File: src/rtl/irqc_pkg.sv
package irqc_pkg;

    localparam int BANKS      = 2;
    localparam int BANK_W     = 32;
    localparam int ADDR_W     = 12;
    localparam int NUM_IRQ    = BANKS * BANK_W;
    localparam int BSEL_W     = (BANKS > 1) ? $clog2(BANKS) : 1;
    localparam int SPAN_BYTES = 16;
    localparam logic [ADDR_W-1:0] WIN_BASE = ADDR_W'(16);

    typedef enum logic [3:0] {
        OFS_EVENTS = 4'h0,
        OFS_MASK   = 4'h4,
        OFS_CLEAR  = 4'h8,
        OFS_LEVELS = 4'hC
    } reg_ofs_e;

    typedef struct packed {
        logic              hit;
        logic [BSEL_W-1:0] bank;
        logic [3:0]        ofs;
    } acc_dec_t;

    // fixed level-sensitive selector of each bank
    function automatic logic [BANK_W-1:0] level_sel(input int b);
        return (b == 1) ? BANK_W'(32'h1FF0_0000) : '0;
    endfunction

    function automatic acc_dec_t decode_addr(input logic [ADDR_W-1:0] a);
        acc_dec_t          d;
        logic [ADDR_W-1:0] rel;
        rel    = a - WIN_BASE;
        d.hit  = (rel < ADDR_W'(BANKS * SPAN_BYTES));
        d.bank = rel[4 +: BSEL_W];
        d.ofs  = a[3:0];
        return d;
    endfunction

endpackage

File: src/rtl/irqc_bank.sv
module irqc_bank
    import irqc_pkg::*;
#(
    parameter int BANK_IDX = 0
) (
    input  logic              clk,
    input  logic              rst,
    input  logic [BANK_W-1:0] lines,
    input  logic              mask_we,
    input  logic              clr_we,
    input  logic [BANK_W-1:0] wdata,
    output logic [BANK_W-1:0] ev_q,
    output logic [BANK_W-1:0] mk_q,
    output logic [BANK_W-1:0] lv_q,
    output logic              pend
);

    localparam logic [BANK_W-1:0] LVL_SEL = level_sel(BANK_IDX);

    logic [BANK_W-1:0] rise;
    logic [BANK_W-1:0] clr_bits;

    always_comb begin
        rise     = lines & ~lv_q & ~LVL_SEL;
        clr_bits = clr_we ? (wdata & ~LVL_SEL) : '0;
        pend     = |((ev_q | (lv_q & LVL_SEL)) & mk_q);
    end

    always_ff @(posedge clk) begin
        if (rst) begin
            ev_q <= '0;
            mk_q <= '0;
            lv_q <= '0;
        end else begin
            lv_q <= lines;
            ev_q <= (ev_q & ~clr_bits) | rise;
            if (mask_we) begin
                mk_q <= wdata;
            end
        end
    end

endmodule

File: src/rtl/irqc_decode.sv
module irqc_decode
    import irqc_pkg::*;
(
    input  logic [ADDR_W-1:0]             addr,
    input  logic                          wr_en,
    input  logic [BANKS-1:0][BANK_W-1:0]  ev_all,
    input  logic [BANKS-1:0][BANK_W-1:0]  mk_all,
    input  logic [BANKS-1:0][BANK_W-1:0]  lv_all,
    output logic [BANKS-1:0]              mask_we,
    output logic [BANKS-1:0]              clr_we,
    output logic [BANK_W-1:0]             rdata
);

    acc_dec_t dec;

    always_comb begin
        dec     = decode_addr(addr);
        mask_we = '0;
        clr_we  = '0;
        rdata   = '0;
        if (dec.hit) begin
            if (wr_en && dec.ofs == OFS_MASK)  mask_we[dec.bank] = 1'b1;
            if (wr_en && dec.ofs == OFS_CLEAR) clr_we[dec.bank]  = 1'b1;
            case (dec.ofs)
                OFS_EVENTS: rdata = ev_all[dec.bank];
                OFS_MASK:   rdata = mk_all[dec.bank];
                OFS_LEVELS: rdata = lv_all[dec.bank];
                default:    rdata = '0;
            endcase
        end
    end

endmodule

File: src/rtl/dual_irq_ctrl.sv
module dual_irq_ctrl
    import irqc_pkg::*;
(
    input  logic               clk,
    input  logic               rst,
    input  logic [NUM_IRQ-1:0] irq_in,
    input  logic [ADDR_W-1:0]  addr,
    input  logic               wr_en,
    input  logic [BANK_W-1:0]  wdata,
    output logic [BANK_W-1:0]  rdata,
    output logic               irq_out
);

    logic [BANKS-1:0][BANK_W-1:0] ev_all;
    logic [BANKS-1:0][BANK_W-1:0] mk_all;
    logic [BANKS-1:0][BANK_W-1:0] lv_all;
    logic [BANKS-1:0]             pend;
    logic [BANKS-1:0]             mask_we;
    logic [BANKS-1:0]             clr_we;

    irqc_decode u_dec (
        .addr    (addr),
        .wr_en   (wr_en),
        .ev_all  (ev_all),
        .mk_all  (mk_all),
        .lv_all  (lv_all),
        .mask_we (mask_we),
        .clr_we  (clr_we),
        .rdata   (rdata)
    );

    // low input numbers go to the highest bank
    for (genvar b = 0; b < BANKS; b++) begin : g_bank
        irqc_bank #(.BANK_IDX(b)) u_bank (
            .clk     (clk),
            .rst     (rst),
            .lines   (irq_in[(BANKS-1-b)*BANK_W +: BANK_W]),
            .mask_we (mask_we[b]),
            .clr_we  (clr_we[b]),
            .wdata   (wdata),
            .ev_q    (ev_all[b]),
            .mk_q    (mk_all[b]),
            .lv_q    (lv_all[b]),
            .pend    (pend[b])
        );
    end

    always_ff @(posedge clk) begin
        if (rst) irq_out <= 1'b0;
        else     irq_out <= |pend;
    end

endmodule

File: config.mk
export PLATFORM = sky130hd
export DESIGN_NAME = dual_irq_ctrl
export DESIGN_NICKNAME = d
export VERILOG_FILES = /design/src/rtl/irqc_pkg.sv /design/src/rtl/irqc_bank.sv /design/src/rtl/irqc_decode.sv /design/src/rtl/dual_irq_ctrl.sv
export SDC_FILE = /design/constraint.sdc
export NUM_CORES = 1
export LEC_CHECK = 0
export BUFFER_PORTS_ARGS = -buffer_cell sky130_fd_sc_hd__buf_2
export CORE_UTILIZATION = 56
export CTS_CLUSTER_DIAMETER = 100
export DETAILED_ROUTE_END_ITERATION = 16
export PLACE_DENSITY = 0.8
export SYNTH_ARGS = -nofsm -noshare
export SYNTH_HDL_FRONTEND = slang
export SYNTH_SLANG_ARGS = --single-unit
File: constraint.sdc
create_clock -name clk -period 2.7 [get_ports clk]
set_clock_uncertainty 0.1 [all_clocks]
set_input_delay 0 -clock clk [delete_from_list [all_inputs] [get_ports clk]]
set_output_delay 0 -clock clk [all_outputs]
set_load 0.05 [all_outputs]
==> flow_metrics.tcl <==
set metrics [dict create \
    status "completed" \
    yosysTopAreaCell "dfxtp_1" \
    min_from "wr_en" \
    finalSetupViolations 0 \
    final_cell_mix "dfxtp_1, a21oi_1, buf_2" \
    peakVddDrop_mv 0.615 \
    cts_buffer_depth 2 \
    r2r_start "g_bank[0].u_bank.ev_q[28]$_SDFF_PP0_" \
    worst_r2r_endpoint "irq_out$_SDFF_PP0_" \
    tns_ns 0 \
    core_area_sq_mm 0.0145 \
    crit_family "buffers and inverters" \
    nNetsFinal 1296 \
    max_freq_ghz 0.451 \
    syn-cell-area_sq_mm 0.00826 \
    grt_pass1_vias 8590 \
    max-cap-violations 0 \
    grt_pass1_wl_mm 45.2 \
    post-route-period-util_pct 82.1 \
    tightest_slew_ns 0.783 \
    die_y_um 123 \
    synth_edf_count 0 \
    hpwl_mm 16.2 \
    utilization_pct 76.1 \
    area_growth_pct 33.5 \
    htreeDepth 4 \
    place.gp.congestion 0.839 \
    crit_arrival_ns 2.44 \
    start_kind "primary input" \
    vias 9217 \
    grt_antenna_before_repair 0 \
    grt_max_degree 120 \
    path_cells "buf_2, buf_4, and2_1, buf_4, nand4_1, o21ai_0, a21oi_1, dlygate4sd3_1" \
    drt-initial-drc-count 1618 \
    drv_slew 0 \
    hold_end "g_bank[1].u_bank.ev_q[30]$_SDFF_PP0_" \
    die_area_sq_mm 0.0152 \
    stdcell_area_sq_mm 0.0110 \
    period_minus_slack_ns 2.22 \
    wl_per_cell_um 21.5 \
    instances_no_fill 1381 \
    die_w_um 123 \
    cts_sinks 184 \
    async_flop_share_pct 0 \
    min_path_type "in2reg" \
    slew_headroom_pct 47.8 \
    critical_path.slowest_cell "buf_4" \
    portBuffers 143 \
    required_ns 2.92 \
    wirelength_mm 29.7 \
    cts-root-buf "clkbuf_16" \
    placedCellCount 1216 \
    diodes 0 \
    synth-seq-cells 184 \
    initial_utilization_pct 57.0 \
    path_clk_slew_ns 0.07 \
    synth_cell_type_count 33 \
    p_per_area_mw_per_mm2 577 \
    path_class "in2reg" \
    hold_viol_final 0 \
    cts-buffers-inserted 17 \
    ys_seq_area_share_pct 44.6 \
    floorplan.io_pins 144 \
    dpl-instance-area_sq_mm 0.00906 \
    grt_overflow 0 \
    ys.flop_type "dfxtp_1" \
    via_per_inst 6.67 \
    ys_warn_count 0 \
    rows 44 \
    netlist_instances 964 \
    antenna_left 0 \
    synth_top_area_share_pct 44.6 \
    slowest_delay_ns 0.62 \
    cts_tree "yes" \
    cp-end-kind "flop" \
    grt_util_all_layers_pct 39.1 \
    final_common_cell "dfxtp_1" \
    r2r_setup_slack_ns 0.86 \
    drc 0 \
    drt-pass1-iter-count 6 \
    p_leak_nw 4.13 \
    hold_path_depth 5 \
    synth_nets 1076 \
    power.total_w 0.00636 \
    yosys-top-cells-area "dfxtp_1, a21oi_1, o21ai_0" \
    rsz0062_at_grt "no" \
    cp_num_buf_inv 4 \
    rr_worst_depth 5 \
    cts_setup_buffers 0 \
    drive_gt1_share_pct 17.3 \
    syn_area_per_cell_sq_um 8.56 \
    cpMostUsedCell "buf_4" \
    clkLatencyLatePin_ns 0.44 \
    critPathMaxFanout 66 \
]
==> registers in the layout, indices dropped and copies added (netlist names) <==
| signal | flops |
|---|---|
| irq_out | 1 |
| g_bank.u_bank.ev_q | 55 |
| g_bank.u_bank.lv_q | 64 |
| g_bank.u_bank.mk_q | 64 |
==> worst reg2reg max path: stages, from the launching register on <==
cell	delay, ns
dfxtp_1	0.33
a22o_1	0.23
a221oi_1	0.57
nand4_1	0.15
nor3_1	0.16
a21oi_1	0.13
==> report_power, final <==
| part | switching, W | total (W) | internal (W) |
|---|---|---|---|
| combinational | 0.000385 | 0.000717 | 0.000332 |
| sequential | 0.0000934 | 0.00292 | 0.00283 |
| clock | 0.00112 | 0.00272 | 0.00159 |
| total | 0.00160 | 0.00636 | 0.00475 |
==> logic make-up (layout without fill, tap and decap cells) <==
kind of cell | count (synthesis) | after routing | share of synthesized area, %
DFF | 184 | 184 | 44.6
and+or+nand+nor | 291 | 291 | 20.7
buffers and inverters | 103 | 336 | 5.50
adders and majority gates | 1 | 1 | 0.152
AOI/OAI and AO/OA | 385 | 385 | 29.0
==> layer usage <==
metal / global-route usage [%] / share of wire [%] / wire, um / vias up
met1: 48.6 / 37 / 11100 / 4325
met2: 64.4 / 48 / 14200 / 690
met5: 0 / 0 / 0 / -
met4: 18.8 / 4.4 / 1300 / 0
li1: - / - / - / 4084
met3: 8.07 / 11 / 3150 / 118
==> area by class of cell <==
cell class              count  area [sq um]
well taps                 184           230
fillers                   996          3460
repair buffers            302          2310
inverters                   2          7.51
multi-input cells         677          4160
flip-flops and latches    184          3680
clock inverters            12           188
clock buffers              20           447
==> cell usage after synthesis (2+ instances only) <==
master	instances
inv_1	2
nor2b_1	65
o21a_1	2
a211oi_1	23
buf_1	2
nand4_1	61
buf_2	33
dfxtp_1	184
nand2_1	20
o21ai_0	87
a221oi_1	27
a222oi_1	23
clkbuf_1	61
and3_1	3
nor3_1	11
a22o_1	9
a221o_1	23
buf_4	3
a22oi_1	14
buf_6	2
nand3_1	67
nand2b_1	57
a21oi_1	143
o21ai_1	33
==> repair_timing <==
action	CTS	global route
hold buffers	133	0
endpoints found under the hold margin	183	0
gates resized for setup	0	0
==> worst max path at each step <==
stage / from / slack (ns) / cells past startpoint / to
2_1_floorplan: addr[4] / -0.27 / 9 / rdata[0]
3_3_place_gp: addr[4] / 0.57 / 10 / g_bank[0].u_bank.mk_q[28]$_SDFFE_PP0P_
3_5_place_dp: addr[4] / 0.48 / 10 / g_bank[0].u_bank.mk_q[25]$_SDFFE_PP0P_
4_1_cts: addr[4] / 0.66 / 8 / g_bank[0].u_bank.ev_q[10]$_SDFF_PP0_
5_1_grt: addr[4] / 0.42 / 8 / g_bank[0].u_bank.ev_q[12]$_SDFF_PP0_
6_report: addr[4] / 0.48 / 8 / g_bank[0].u_bank.ev_q[12]$_SDFF_PP0_
==> through the flow <==
| stage | worst slack, ns | hold slack (ns) |
|---|---|---|
| after floorplan | -0.267 | 0.0282 |
| after global placement | 0.572 | 0.108 |
| after detailed placement | 0.482 | 0.116 |
| after CTS | 0.657 | 0.106 |
| after global routing | 0.424 | 0.168 |
| final | 0.483 | 0.127 |
Power figures use the tool's default switching activity.
